File: src/rtl/adc_pattern_gen.sv
module adc_pattern_gen #(
  parameter int DW = 14,
  parameter int OW = 6
) (
  input  logic          clk,
  input  logic          rst_n,
  input  logic          smp_valid,
  input  logic [DW-1:0] smp_data,
  input  logic [3:0]    pat_sel,
  input  logic [1:0]    user_cycle,
  input  logic [DW-1:0] user_w0,
  input  logic [DW-1:0] user_w1,
  input  logic [DW-1:0] user_w2,
  input  logic [DW-1:0] user_w3,
  input  logic          pn_long_hold,
  input  logic          pn_short_hold,
  input  logic [OW-1:0] offset,
  output logic          out_valid,
  output logic [DW-1:0] out_data
);
  localparam int LW = 23;
  localparam int SW = 9;
  localparam logic [DW-1:0]   POS_FS = {1'b0, {(DW-1){1'b1}}};
  localparam logic [DW-1:0]   NEG_FS = {1'b1, {(DW-1){1'b0}}};
  localparam logic [2*DW-1:0] CHK_PAIR = {DW{2'b10}};
  localparam logic [DW-1:0]   CHK_A = CHK_PAIR[DW-1:0];

  logic [3:0]    sel_q;
  logic [1:0]    cyc_q;
  logic [DW-1:0] step_q;
  logic          done_q;
  logic [LW-1:0] pn_l;
  logic [SW-1:0] pn_s;
  logic [DW-1:0] pn_l_word, pn_s_word, user_word, word;

  wire restart = (pat_sel != sel_q) || (user_cycle != cyc_q);
  wire [DW-1:0] step = restart ? '0 : step_q;
  wire done   = !restart && done_q;
  wire single = (user_cycle == 2'b10);

  wire [DW:0] sum = {smp_data[DW-1], smp_data} + {{(DW+1-OW){offset[OW-1]}}, offset};
  wire [DW-1:0] live = (!sum[DW] &&  sum[DW-1]) ? POS_FS :
                       ( sum[DW] && !sum[DW-1]) ? NEG_FS : sum[DW-1:0];

  if (DW <= LW) begin : g_l_top
    assign pn_l_word = pn_l[LW-1 -: DW];
  end else begin : g_l_pad
    assign pn_l_word = {pn_l, {(DW-LW){1'b0}}};
  end
  if (DW <= SW) begin : g_s_top
    assign pn_s_word = pn_s[SW-1 -: DW];
  end else begin : g_s_pad
    assign pn_s_word = {pn_s, {(DW-SW){1'b0}}};
  end

  always_comb begin
    case (step[1:0])
      2'd0:    user_word = user_w0;
      2'd1:    user_word = user_w1;
      2'd2:    user_word = user_w2;
      default: user_word = user_w3;
    endcase
  end

  always_comb begin
    case (pat_sel)
      4'b0001: word = '0;
      4'b0010: word = POS_FS;
      4'b0011: word = NEG_FS;
      4'b0100: word = step[0] ? ~CHK_A : CHK_A;
      4'b0101: word = pn_l_word;
      4'b0110: word = pn_s_word;
      4'b0111: word = step[0] ? '0 : '1;
      4'b1000: word = (single && done) ? '0 : user_word;
      4'b1111: word = step;
      default: word = live;
    endcase
  end

  always_ff @(posedge clk) begin
    if (!rst_n) begin
      sel_q     <= '0;
      cyc_q     <= '0;
      step_q    <= '0;
      done_q    <= 1'b0;
      pn_l      <= '1;
      pn_s      <= '1;
      out_valid <= 1'b0;
      out_data  <= '0;
    end else begin
      sel_q     <= pat_sel;
      cyc_q     <= user_cycle;
      out_valid <= smp_valid;
      step_q    <= smp_valid ? step + 1'b1 : step;
      done_q    <= done || (smp_valid && single && step[1:0] == 2'd3);
      if (smp_valid) out_data <= word;
      if (pn_long_hold)   pn_l <= '1;
      else if (smp_valid) pn_l <= {pn_l[LW-2:0], pn_l[22] ^ pn_l[17]};
      if (pn_short_hold)  pn_s <= '1;
      else if (smp_valid) pn_s <= {pn_s[SW-2:0], pn_s[8] ^ pn_s[4]};
    end
  end
endmodule

File: config.mk
export PLATFORM = sky130hd
export DESIGN_NAME = adc_pattern_gen
export DESIGN_NICKNAME = d
export VERILOG_FILES = /design/src/rtl/adc_pattern_gen.sv
export SDC_FILE = /design/constraint.sdc
export NUM_CORES = 1
export LEC_CHECK = 0
export BUFFER_PORTS_ARGS = -buffer_cell sky130_fd_sc_hd__buf_2
export CAP_MARGIN = 20
export CORE_AREA = 2 2 105 107
export CTS_CLUSTER_DIAMETER = 40
export DETAILED_ROUTE_END_ITERATION = 8
export DIE_AREA = 0 0 107 109
export GPL_TIMING_DRIVEN = 0
export PLACE_DENSITY = 0.71
export SLEW_MARGIN = 10
export SYNTH_ARGS = -nofsm -noshare
export SYNTH_HDL_FRONTEND = slang
export SYNTH_SLANG_ARGS = --single-unit
export TNS_END_PERCENT = 50
File: constraint.sdc
create_clock -name clk -period 3.44 [get_ports clk]
set_input_delay 0.688 -clock clk [delete_from_list [all_inputs] [get_ports clk]]
set_output_delay 0.688 -clock clk [all_outputs]
set_load 0.02 [all_outputs]
After elaboration in Yosys (flattened, before gate mapping)
Cells that the tools add are included.
W data, S select, Z words.

operators by class
  add/subtract/negate cells = 2
  multipliers = 0
  div/mod/pow operators = 0
  bitwise logic cells = 3
  equal/unequal tests = 15
  $lt $le $gt $ge = 0
  shift operators = 0
  multiplexer cells = 9
  reductions and logical operators = 14

operators by type and width
  kind                     number
  $pmux W14 S9             1
  $mux W14                 7
  $pmux W14 S3             1
  $eq A4 B3 Y1 const B     4
  $add A14 B6 Y15          1
  $add A14 B1 Y14 const B  1
  $eq A4 B2 Y1 const B     2
  $eq A4 B4 Y1 const B     2
  $eq A2 B2 Y1 const B     3
  $logic_and A1 B1 Y1      6
  $eq A4 B1 Y1 const B     1
  $ne A4 B4 Y1             1
  $reduce_or A2 Y1         2
  $logic_not A1 Y1         3
  $eq A2 B1 Y1 const B     1
  $logic_not A2 Y1         1
  $logic_or A1 B1 Y1       2
  $ne A2 B2 Y1             1
  $xor A1 B1 Y1            2
  $not A1 Y1               1

word-level totals
  memories kept = 0
  ROM bits = 0
  output and inout bits = 15
  bits in registers = 68
  word-level logic and storage cells = 51
  input bits = 87
  memory bits (writable) = 0
  latch bits = 0

Longest topological paths before layout
  depth in word-level cells = 7
  depth in mapped cells = 13

Worst setup path after synthesis
OpenSTA, ideal clock, no wires.

  kind = input-to-reg
  start = input user_cycle[1]
  end = register out_data[10]
  required time = 3,323 ps
  stages on the path = 12
  path slack = 371 ps
  arrival time = 2,952 ps
  library setup time = 117 ps
  path buffers = 2
  path through = xor2_1 nor4_4 and2_1 clkbuf_1 nand2_1 ha_1 clkbuf_1 a222oi_1 o21ai_0 a221oi_1 a21oi_1 a22o_1

between the ends
  word-level cells in the longest chain between the ends = 7
  elaborated cells between the ends (all ways) = 15
  classes of those cells = eq/ne: 4; mux: 6; reduce/logical: 5

ends and longest elaborated chain
  element                                              RTL line  RTL
  start: declaration                                   10        input logic [1:0] user_cycle,
  $ne A2 B2 Y1                                         36        wire restart = (pat_sel != sel_q) || (user_cycle != cyc_q);
  $logic_or A1 B1 Y1                                   36
  $mux W14 or $logic_not A1 Y1 (tied branches)         37, 38
  $eq A2 B2 Y1, or another cell as far along           57        case (step[1:0])
  $pmux W14 S3 or $logic_and A1 B1 Y1 (tied branches)  57, 74
  $mux W14                                             74        4'b1000: word = (single && done) ? '0 : user_word;
  $pmux W14 S9 (*)                                     66        case (pat_sel)
  end signal: assignment                               96        if (smp_valid) out_data <= word;
  end: declaration                                     19        output logic [DW-1:0] out_data

Every way passes the cells marked *; elsewhere a longest branch is shown, timed or not.
A chain may end at the register's enable or synchronous reset.

Worst setup path after layout
  start = input pat_sel[3]
  end = register out_data[0]

between the ends
  word-level cells in the longest chain between the ends = 7
  elaborated cells between the ends (all ways) = 23
  classes of those cells = eq/ne: 12; mux: 6; reduce/logical: 5

ends and longest elaborated chain
  element                                              RTL line  RTL
  start: declaration                                   9         input logic [3:0] pat_sel,
  $ne A4 B4 Y1                                         36
  $logic_or A1 B1 Y1                                   36
  $mux W14 or $logic_not A1 Y1 (tied branches)         37, 38
  $eq A2 B2 Y1, or another cell as far along           57
  $pmux W14 S3 or $logic_and A1 B1 Y1 (tied branches)  57, 74
  $mux W14                                             74
  $pmux W14 S9 (*)                                     66

Marked as above.

==> results.json <==
{
  "dr_total_vias": 4283,
  "met3_length_um": 730,
  "fin_crit_sh": 0.958,
  "worstMarginPinSlew_ns": 0.713,
  "relSlewSlack": 0.524,
  "period_needed_ns": 3.29,
  "finalSetupViolations": 0,
  "synth_area_um2": 4220,
  "worst-path-buf-inv": 3,
  "drc": 0,
  "yosys_warnings": 0,
  "grt_overflow_total": 0,
  "crit_start": "pat_sel[3]",
  "critPathTopFamily": "compound AO/OA/AOI/OAI gates",
  "drtIter0Drc": 286,
  "postSynthAreaPerCell_um2": 8.19,
  "pin_count": 102,
  "wirelength_um": 12000,
  "cts_buffers": 9,
  "r2r-start": "cyc_q[1]",
  "routabilityCongestion": 0.925,
  "fin_area_um2": 5080,
  "ys_ff_latch": 68,
  "root_buffer": "clkbuf_8",
  "r2r_setup_slack_ns": 0.28,
  "cp.depth": 13,
  "r2r_end": "out_data[0]",
  "rsz0062_at_grt": "false",
  "slowest_delay_ns": 0.35,
  "cts_tree": "yes",
  "dieArea_um2": 11700,
  "synth_top_cell_by_area": "dfxtp_1",
  "ys_top_cells_by_area": "dfxtp_1 32%, mux2i_1 7.4%, nand2_1 6.9%",
  "peakVddDrop_uv": 163,
  "drive_above_1_share": 0.201,
  "route.met2.wl_um": 5880,
  "diodes": 0,
  "grt_pass1_wl_um": 19200,
  "critPathCaptureType": "flip-flop",
  "ant_nets": 0,
  "path_class": "input port to flip-flop",
  "wl_met1_um": 5210,
  "power_leakage_uw": 0.00214,
  "crit_path_max_fanout": 10,
  "placed_area_um2": 4890,
  "synth_top_area_frac": 0.323,
  "rr_worst_depth": 12,
  "crit_required_ns": 3.68,
  "hold_viol_final": 0,
  "antenna_found_initial": 0,
  "ctsHoldBuffers": 0,
  "syn_to_final_growth_pct": 20.4,
  "grt_pass1_vias": 4090,
  "cp.arrival_ns": 3.53,
  "grt_max_degree": 13,
  "initial_core_util": 0.398,
  "cp_slowest_cell": "a222oi_1",
  "clock_path_buffers": 2,
  "clock_sinks": 68,
  "coreArea_um2": 10600,
  "fillers": 1006,
  "synthCells": 515,
  "critPathLaunchType": "input port",
  "nNetsFinal": 732,
  "ys.flop_type": "dfxtp_1",
  "routedWlPerCell_um": 15.6,
  "max_freq_ghz": 0.304,
  "status": "completed",
  "dpl.hpwl_um": 9550,
  "h-tree-depth": 3,
  "worstPathCellList": "buf_2 -> xor2_1 -> nor4_4 -> and2_1 -> clkbuf_1 -> nand2_1 -> ha_1 -> buf_2 -> a222oi_1 -> o21ai_0 -> a222oi_1 -> nand2_1 -> a22o_1",
  "max_cap_viol_count": 0,
  "slew_viol_final": 0,
  "highest_layer": "met4",
  "power.total_uw": 1840,
  "synth-edff-count": 0,
  "fp.dieH_um": 109,
  "insertion_delay_ns": 0.35,
  "gr-usage-all-layers": 0.208,
  "hp-class": "flip-flop to flip-flop",
  "crit_end": "out_data[0]",
  "async_reset_ff_frac": 0,
  "die_w_um": 107,
  "synth_seq_area_share": 0.323,
  "clk_pin_slew_ns": 0.07,
  "p_per_area_nw_per_um2": 362,
  "routed_via_density": 5.56,
  "dr.pass1.iters": 5,
  "rows": 38,
  "synth_fp_nets": 621,
  "ys_types": 53,
  "port-buffer-count": 100,
  "fin_skew_ns": 0.00847
}
layout make-up:
cell class              instances  area [µm²]  share of cell area
multi-input cells             399        2670               0.525
flip-flops and latches         68        1360               0.268
repair buffers                100         500              0.0985
well taps                     140         175              0.0345
plain buffers                  34         143              0.0281
clock buffers                  11         141              0.0278
inverters                      14        52.6              0.0103
clock inverters                 5        37.5             0.00739
worst min path at each step:
stage | startpoint | to | slack, ns | depth (start not counted)
2_1_floorplan | pn_l[0] | pn_l[1] | 0.44 | 2
3_3_place_gp | pn_l[6] | pn_l[6] | 0.45 | 2
3_5_place_dp | pn_l[7] | pn_l[7] | 0.46 | 2
4_1_cts | pn_l[7] | pn_l[7] | 0.48 | 2
5_1_grt | out_data[8] | out_data[8] | 0.51 | 1
6_report | pn_l[7] | pn_l[7] | 0.48 | 2
layout by cell type, fill, tap and decap left out, drive strengths merged, types with 2 or more instances in the layout:
cell type / netlist / layout
buf: 4 / 105
nand2: 79 / 79
dfxtp: 68 / 68
clkbuf: 30 / 40
o21ai: 36 / 36
nor2: 33 / 33
mux2i: 31 / 31
a21oi: 24 / 24
xor2: 22 / 22
a222oi: 19 / 19
ha: 18 / 18
inv: 14 / 14
a22o: 14 / 14
and2: 13 / 13
nand3: 10 / 10
nor3: 9 / 9
nand2b: 7 / 7
a22oi: 7 / 7
a221oi: 7 / 7
xnor2: 7 / 7
a211oi: 7 / 7
nor2b: 6 / 6
nand4: 6 / 6
o21a: 5 / 5
o31ai: 4 / 4
nor4: 4 / 4
and3: 3 / 3
o21bai: 3 / 3
a221o: 3 / 3
o22ai: 3 / 3
clkinv: 0 / 3
o311a: 2 / 2
a21o: 2 / 2
clkinvlp: 0 / 2
metrics by stage:
| stage | setup WS (ns) | std cells | hold slack, ns | TNS [ns] | utilization |
|---|---|---|---|---|---|
| floorplan | 0.371 | 515 | 0.439 | 0 | - |
| global placement | -0.245 | 755 | 0.455 | -2.41 | 0.461 |
| detailed placement | -0.250 | 755 | 0.464 | -2.74 | 0.461 |
| CTS | 0.117 | 771 | 0.483 | 0 | 0.478 |
| global route | 0.00385 | 771 | 0.514 | 0 | 0.479 |
| finish | 0.146 | 771 | 0.476 | 0 | 0.479 |
Yosys cell counts, types with 7 or more instances:
| cell type | instances |
|---|---|
| nand2_1 | 78 |
| dfxtp_1 | 68 |
| o21ai_0 | 35 |
| nor2_1 | 33 |
| mux2i_1 | 31 |
| clkbuf_1 | 30 |
| a21oi_1 | 24 |
| xor2_1 | 22 |
| a222oi_1 | 19 |
| ha_1 | 18 |
| a22o_1 | 14 |
| inv_1 | 14 |
| and2_1 | 13 |
| nand3_1 | 10 |
| nor3_1 | 9 |
| a221oi_1 | 7 |
| a22oi_1 | 7 |
| nand2b_1 | 7 |
| xnor2_1 | 7 |
logic make-up after synthesis:
family / count (synthesis) / synth area share
compound gates: 147 / 0.250
xor+xnor: 29 / 0.0602
fa+ha+maj: 19 / 0.0582
buf+inv: 48 / 0.0451
flops: 68 / 0.323
mux: 31 / 0.0736
simple gates: 173 / 0.190
layer usage:
metal | GRT usage | up-vias
li1 | - | 2116
met1 | 0.249 | 2016
met2 | 0.369 | 132
met3 | 0.0514 | 19
met4 | 0.0640 | 0
met5 | 0 | -
tightest hold or removal path, cell delays in order, from the launching register on:
cell     delay [ns]
dfxtp_1        0.33
mux2i_1        0.06
nand2_1        0.06
repair_timing:
item / 4_1_cts / 5_1_grt
gates resized for setup: 0 / 11
setup endpoints to repair: 0 / 10
buffers inserted: 0 / 0
registers in the layout, summed over array words and instances, names as in the netlist:
signal / flops
sel_q: 4
pn_l: 23
out_data: 14
pn_s: 9
cyc_q: 2
step_q: 14
done_q: 1
out_valid: 1
report_power, final:
part           switching [µW]  internal (µW)  total (µW)
clock                     313            282         595
sequential               15.8            811         827
combinational             242            173         414
(Power assumes the default switching activity.)
